`src/rtl/tx_led_gate.sv`:
```
module tx_led_gate #(
  parameter int TICKS_PER_US   = 100,
  parameter int TIMEOUT_CYCLES = 14 * TICKS_PER_US,
  localparam int CW = $clog2(TIMEOUT_CYCLES + 1)
) (
  input  logic clk,
  input  logic rst_n,
  input  logic tx_pin,
  input  logic tx_enable,
  input  logic sleep,
  input  logic ctl_busy,
  input  logic mir_mode,
  output logic led_on,
  output logic led_high_drive,
  output logic rx_echo_n
);

  logic          meta_q, sync_q, hist_q;
  logic          armed_q;
  logic [CW-1:0] lit_cnt_q;
  logic          blocked, rise, expire;

  assign blocked = !tx_enable || sleep || ctl_busy;
  assign rise    = sync_q && !hist_q;
  assign expire  = (lit_cnt_q == CW'(TIMEOUT_CYCLES - 1));

  // sync flops reset high: a pin already high at reset release is not an edge
  always_ff @(posedge clk or negedge rst_n) begin
    if (!rst_n) begin
      meta_q <= 1'b1;
      sync_q <= 1'b1;
      hist_q <= 1'b1;
    end else begin
      meta_q <= tx_pin;
      sync_q <= meta_q;
      hist_q <= sync_q;
    end
  end

  always_ff @(posedge clk or negedge rst_n) begin
    if (!rst_n) begin
      armed_q   <= 1'b0;
      lit_cnt_q <= '0;
    end else if (!sync_q || blocked) begin
      armed_q   <= 1'b0;
      lit_cnt_q <= '0;
    end else if (rise) begin
      armed_q   <= 1'b1;
      lit_cnt_q <= '0;
    end else if (armed_q) begin
      if (expire) armed_q <= 1'b0;
      lit_cnt_q <= lit_cnt_q + 1'b1;
    end
  end

  assign led_on         = armed_q && !blocked;
  assign led_high_drive = led_on && mir_mode;
  assign rx_echo_n      = !led_on;

  int unsigned on_run_q;
  always_ff @(posedge clk or negedge rst_n) begin
    if (!rst_n) on_run_q <= 0;
    else        on_run_q <= led_on ? on_run_q + 1 : 0;
  end

  AST_RELEASE_DARK: assert property (@(posedge clk) disable iff (!rst_n)
    !sync_q |=> !led_on);
  AST_MAX_LIT: assert property (@(posedge clk) disable iff (!rst_n)
    led_on |-> on_run_q < TIMEOUT_CYCLES);
  AST_EDGE_ONLY: assert property (@(posedge clk) disable iff (!rst_n)
    $rose(led_on) |-> $past(sync_q && !hist_q));
  AST_SLEEP_DARK: assert property (@(posedge clk) disable iff (!rst_n)
    sleep |=> !led_on);
  AST_GATE_REOPEN_DARK: assert property (@(posedge clk) disable iff (!rst_n)
    $fell(ctl_busy) |-> !led_on);

endmodule

```
`config.mk`:
```
export PLATFORM = sky130hd
export DESIGN_NAME = tx_led_gate
export DESIGN_NICKNAME = d
export VERILOG_FILES = /design/src/rtl/tx_led_gate.sv
export SDC_FILE = /design/constraint.sdc
export NUM_CORES = 1
export LEC_CHECK = 0
export ABC_AREA = 1
export BUFFER_PORTS_ARGS = -buffer_cell sky130_fd_sc_hd__buf_2
export CORE_MARGIN = 4
export CORE_UTILIZATION = 30
export DETAILED_ROUTE_END_ITERATION = 10
export GPL_ROUTABILITY_DRIVEN = 0
export PLACE_DENSITY = 0.5
export REMOVE_ABC_BUFFERS = 1
export SLEW_MARGIN = 20
export SYNTH_ARGS = -nofsm -noshare
export SYNTH_HDL_FRONTEND = slang
export SYNTH_SLANG_ARGS = --single-unit
```
`constraint.sdc`:
```
create_clock -name clk -period 2.8 [get_ports clk]
set_input_delay 0.28 -clock clk [delete_from_list [all_inputs] [get_ports clk]]
set_output_delay 0.28 -clock clk [all_outputs]
set_load 0.01 [all_outputs]
```
==> results of run 1 <==
[power breakdown]
group | switching [mW] | leakage, nW | internal [mW]
sequential | 0.00192 | 0.199 | 0.221
combinational | 0.0136 | 0.207 | 0.00711
clock | 0.0731 | 0.0150 | 0.0553
[worst max-delay path: stages (launching register included)]
cell and delay (ns):
sky130_fd_sc_hd__dfstp_2 0.56, sky130_fd_sc_hd__inv_2 0.06, sky130_fd_sc_hd__o21ai_4 0.18, sky130_fd_sc_hd__inv_2 0.05
sky130_fd_sc_hd__nand2_2 0.20, sky130_fd_sc_hd__nand3_1 0.10, sky130_fd_sc_hd__nand2_1 0.07, sky130_fd_sc_hd__inv_1 0.03
sky130_fd_sc_hd__nor2_1 0.07
[metrics by stage]
step,hold slack (ns),instances
final,0.0873,155
after global routing,0.0713,155
after CTS,0.0789,155
after detailed placement,0.210,150
after global placement,0.210,150
after floorplan,-0.0156,110
[synth_stat cells, drive strengths merged]
cell type  count  area share (%)
ha             1             1.5
a21oi          7             4.1
inv           18             7.8
nor3           3             3.0
nand2         27              13
nand4          1            0.73
nand3         10             7.8
dfrtp         12              35
nor2          22              12
nor4           1            0.73
buf            1             1.3
dfstp          3             9.1
o21ai          5             4.2
[flip-flops by register name, summed over array words and instances, names as in the netlist]
register,count
lit_cnt_q,11
hist_q,1
meta_q,1
sync_q,1
armed_q,1
[worst paths after layout]
path,startpoint,to,slack [ns],cells after the start
min in group asynchronous,rst_n,lit_cnt_q[7],0.42,2
worst min-delay path,tx_pin,meta_q,0.09,1
worst max-delay path,sync_q,lit_cnt_q[7],1.42,8
worst max register to register,sync_q,lit_cnt_q[7],1.42,8
max in group asynchronous,rst_n,hist_q,2.07,2
worst min register to register,meta_q,sync_q,0.36,0
[final cells by class]
type	count	share of cell area, %
clock buffers	4	2.71
multi-input cells	77	41.6
inverters	18	6.96
well taps	31	3.99
repair buffers	10	5.67
flip-flops and latches	15	39.0
[cell families (layout without fill, tap and decap cells)]
kind of cell    Yosys count  count (layout)
compound gates           12              12
fa+ha+maj                 1               1
buf+inv                  19              32
flops                    15              15
simple gates             64              64
[cell usage in the layout (no fill, tap or decap)]
cell type                       instances
sky130_fd_sc_hd__inv_1                 16
sky130_fd_sc_hd__nor3_4                 1
sky130_fd_sc_hd__nor2_1                15
sky130_fd_sc_hd__buf_2                  9
sky130_fd_sc_hd__o21ai_4                1
sky130_fd_sc_hd__nor2_2                 6
sky130_fd_sc_hd__nand3_1                8
sky130_fd_sc_hd__nand3_2                1
sky130_fd_sc_hd__nor4_1                 1
sky130_fd_sc_hd__nor3_1                 2
sky130_fd_sc_hd__a21oi_1                7
sky130_fd_sc_hd__clkbuf_1               1
sky130_fd_sc_hd__nand3_4                1
sky130_fd_sc_hd__dfrtp_1               12
sky130_fd_sc_hd__nand2_2                3
sky130_fd_sc_hd__ha_1                   1
sky130_fd_sc_hd__dlygate4sd3_1          1
sky130_fd_sc_hd__clkbuf_4               3
sky130_fd_sc_hd__nand4_1                1
sky130_fd_sc_hd__dfstp_2                3
sky130_fd_sc_hd__nor2_4                 1
sky130_fd_sc_hd__nand2_1               24
sky130_fd_sc_hd__inv_2                  2
sky130_fd_sc_hd__o21ai_0                2
sky130_fd_sc_hd__o21ai_1                2
[per-layer routing]
metal	global-route usage, %	wire (um)
met1	15.3	810
met2	17.9	867
met3	1.89	24
met4	6.36	20
met5	0	0
==> impl_metrics.ini, run 1 <==
[global_routing]
overflow = 0
global_route_wire_length_before_repair_mm = 3.17
grt_start_max_net_pins = 16
globalRouteTotalUtil_pct = 11.6
first_global_vias = 718
antenna_found_initial = 0

[clock_tree]
clkLatencyLatePin_ns = 0.28
cts_made_buffers = 3
tritoncts_clock_tree = yes
clk_transition_reported_paths_ns = 0.10
cts_htree_levels = 1
hold_buffer_count_at_cts = 1
ctsLongestPathBuffers = 2
post_cts_resize_count = 0
clock-root-buffer = sky130_fd_sc_hd__clkbuf_4
post-cts-setup-buffers = 0
clock_sinks = 15

[synthesis]
seq_area_frac_synth_pct = 44.0
post_synthesis_adder_cell_area_fraction_pct = 1.45
post_synth_instance_area_um2 = 862
postSynthCellCount = 111
synth_compound_gate_area_share_pct = 8.27
share_of_the_synthesized_netlist_area_taken_by_xor_and_xnor_gates_pct = 0
post_synth_mux_area_share_pct = 0
ys_ff_latch = 15
yosysUniqueCellTypes = 22
dominant_combinational_cell_family_by_area_after_synthesis = simple AND/OR/NAND/NOR gates
synthesis.area_per_instance_um2 = 7.77
count_of_synthesis_stage_warnings_from_yosys = 0
yosys.area_share.simple_pct = 37.2

[job]
cap_violations = 0

[sta]
drv_slew = 0
final_worst_path_cycle_share_pct = 49.4
slew-limit-headroom_pct = 76.5
max_freq_mhz = 724
worst_margin_slew_ns = 0.349
setup_slack_ns = 1.42
final_period_minus_worst_setup_slack_ns = 1.38
fin_worst_skew_ns = 0.00560
number_of_setup_violations_in_the_final_report = 0
finalHoldViolCount = 0
rsz0062_at_grt = false
finalSetupTns_ns = 0

[detailed_routing]
vias_per_cell = 4.61
ant_nets = 0
drt_iter0_drc = 15
drcViolationCount = 0
routed-via-count = 715
route.detailed.wl_per_inst_um = 11.1
wl_mm = 1.72
drt_first_pass_iters = 5

[floorplan]
std_cell_rows = 19
floorplan.die_area_um2 = 3800
initial_utilization_pct = 31.3
die_w_um = 61.6
die_h_um = 61.6
num_io_pins = 10
core-area_um2 = 2760

[pwr]
p_leak_nw = 0.421
power.density_nw_per_um2 = 383
power_mw = 0.372
vdd_drop_max_mv = 0.157

[setup_path]
worst_setup_path_end_kind = register
timing.critical_path.fanout_max = 11
critPathArrivalTime_ns = 1.61
worstPathRequired_ns = 3.02
startpoint_type = register
worstSetupPathType = register to register

[placed_design]
dp_hpwl_mm = 1.34
place.port_buffers = 9
pre_cts_slack_ns = 1.42
placement.cell_area_um2 = 935

[cells_and_area]
insertedDiodeCount = 0
drive_above_1_share_pct = 25.0
area_delta_synth_final_pct = 12.6
final-seq-area_um2 = 379
final_core_utilization_pct = 35.2
multi_input_comb_area_um2 = 404
layout.cell_area.non_filler_um2 = 971
design.final.nets = 133
nFillCells = 307

[status]
run_status = finished, final reports clean

[worst_hold_path]
timing.hold.worst.class = input port to register
(Power assumes the default switching activity.)
==> inputs of run 2 (changes only) <==
clock period = 1.3 ns   (was 2.8 ns; I/O delays follow)
==> run 2 against run 1 <==
Core utilization up 4.8 points. Worst setup slack got worse by 1.4 ns. Final cell count rose by 5.8%. Count of clock-buffer cells in the layout is the same. Combinational power grew to 2.9 times the previous value. Clock skew grew 0.0054 ns. Cell area rose by 14%. Worst hold slack improved by 0.17 ns. Via count grew 2.2%. Clock power up 110%. Critical endpoint is now lit_cnt_q[5].
==> impl_metrics.ini, run 2 (synthesis gave the netlist of run 1 again) <==
[status]
run_status = finished, final reports clean

[detailed_routing]
route.detailed.wl_per_inst_um = 11.2
wl_mm = 1.83
drt_first_pass_iters = 4
ant_nets = 0
drt_iter0_drc = 23
routed-via-count = 731
vias_per_cell = 4.46
drcViolationCount = 0

[sta]
rsz0062_at_grt = true
final_period_minus_worst_setup_slack_ns = 1.30
max_freq_mhz = 770
finalHoldViolCount = 0
final_worst_path_cycle_share_pct = 99.9
number_of_setup_violations_in_the_final_report = 0
slew-limit-headroom_pct = 76.4
drv_slew = 0
finalSetupTns_ns = 0
fin_worst_skew_ns = 0.0110
worst_margin_slew_ns = 0.354

[setup_path]
timing.critical_path.slowest_cell_delay_ns = 0.56
crit_chain = inv_2, o21ai_4, buf_4, nand3_1, o21ai_1, nor2_1
critPathArrivalTime_ns = 1.47
worst_setup_path_end_kind = register
crit_path_top_delay_cell = sky130_fd_sc_hd__dfstp_2
worstSetupPathType = register to register
cp_delay_by_family_top = flip-flops
combined_buffer_and_inverter_count_along_the_critical_path = 2
startpoint_type = register
timing.critical_path.fanout_max = 3
worstPathRequired_ns = 1.48

[floorplan]
core-area_um2 = 2760
num_io_pins = 10
std_cell_rows = 19
initial_utilization_pct = 31.3
floorplan.die_area_um2 = 3800
die_h_um = 61.6
die_w_um = 61.6

[global_routing]
antenna_found_initial = 0
grt_start_max_net_pins = 16
global_route_wire_length_before_repair_mm = 3.37
globalRouteTotalUtil_pct = 12.3
first_global_vias = 756
overflow = 0

[cells_and_area]
drive_above_1_share_pct = 36.8
nFillCells = 292
final-seq-area_um2 = 379
multi_input_comb_area_um2 = 458
registers.top_by_ff_count = lit_cnt_q
insertedDiodeCount = 0
layout.cells.most_common_list = 21 x sky130_fd_sc_hd__nand2_1, 15 x sky130_fd_sc_hd__inv_1, 13 x sky130_fd_sc_hd__nor2_1
final_core_utilization_pct = 40.0
design.final.nets = 142
layout.cell_area.non_filler_um2 = 1100
largest_reg_flops = 11
commonest_non_fill_non_tap_cell_in_the_layout = sky130_fd_sc_hd__nand2_1
area_delta_synth_final_pct = 27.9

[clock_tree]
cts_made_buffers = 3
clk_transition_reported_paths_ns = 0.10
cts_htree_levels = 1
clock_sinks = 15
ctsLongestPathBuffers = 2
clock-root-buffer = sky130_fd_sc_hd__clkbuf_4
clkLatencyLatePin_ns = 0.29
tritoncts_clock_tree = yes

[job]
cap_violations = 0

[pwr]
power_mw = 0.815
vdd_drop_max_mv = 0.589
power.density_nw_per_um2 = 740
p_leak_nw = 0.479

[placed_design]
place.port_buffers = 9
placement.cell_area_um2 = 980
dp_hpwl_mm = 1.39

[worst_hold_path]
timing.hold.worst.class = input port to register
## run 2: changes by cell type in the layout (fill, tap and decap cells not counted), moves of 2 or more
cell	previous run	this run
sky130_fd_sc_hd__buf_6	0	2
sky130_fd_sc_hd__a21oi_1	7	5
sky130_fd_sc_hd__buf_4	0	6
sky130_fd_sc_hd__a21oi_2	0	2
sky130_fd_sc_hd__nand2_1	24	21
sky130_fd_sc_hd__nor2_4	1	3
sky130_fd_sc_hd__nand2_4	0	2
sky130_fd_sc_hd__nor2_1	15	13
## run 2: through the flow
stage	setup WS (ns)	hold slack [ns]	cells
after detailed placement	-0.0969	0.0646	156
after global placement	-0.0843	0.0642	156
after floorplan	0.0718	-0.166	110
final	0.00167	0.253	164
after global routing	-0.0869	0.283	164
after CTS	-0.0509	0.225	162
## run 2: power breakdown
group	leakage, nW	internal, mW	switching [mW]
clock	0.0150	0.119	0.156
combinational	0.265	0.0243	0.0364
sequential	0.199	0.475	0.00420
total	0.479	0.619	0.196
## run 2: worst paths after layout
path | start | endpoint | slack (ns) | cells past startpoint
setup / recovery | sync_q | lit_cnt_q[5] | 0.002 | 6
min in group asynchronous | rst_n | lit_cnt_q[6] | 0.27 | 2
hold / removal | sleep | armed_q | 0.25 | 6
max in group asynchronous | rst_n | sync_q | 0.71 | 2
hold reg to reg | meta_q | sync_q | 0.36 | 0
setup reg to reg | sync_q | lit_cnt_q[5] | 0.002 | 6
## run 2: what timing repair did
item | 4_1_cts | 5_1_grt
hold buffers | 2 | 0
buffers inserted | 0 | 2
setup endpoints to repair | 8 | 12
endpoints found under the hold margin | 13 | 0
pin swaps | 0 | 7
resized for setup | 3 | 15
## run 2: final cells by class
type                    count  area share [%]
flip-flops and latches     15            34.4
inverters                  18            6.13
repair buffers             19            12.0
clock buffers               4            2.38
multi-input cells          77            41.5
well taps                  31            3.52
## run 2: worst reg2reg max path: cells and delay by family (launching register included)
kind            cells  cell delay [ns]
buf+inv             2             0.21
compound gates      2             0.27
simple gates        2             0.15
flops               1             0.56
## run 2: metal layers
layer	global-route usage, %	vias up	routed length [um]
li1	-	394	-
met1	15.5	331	878
met2	19.9	4	880
met3	3.77	2	47
met4	4.55	0	27
met5	0	-	0
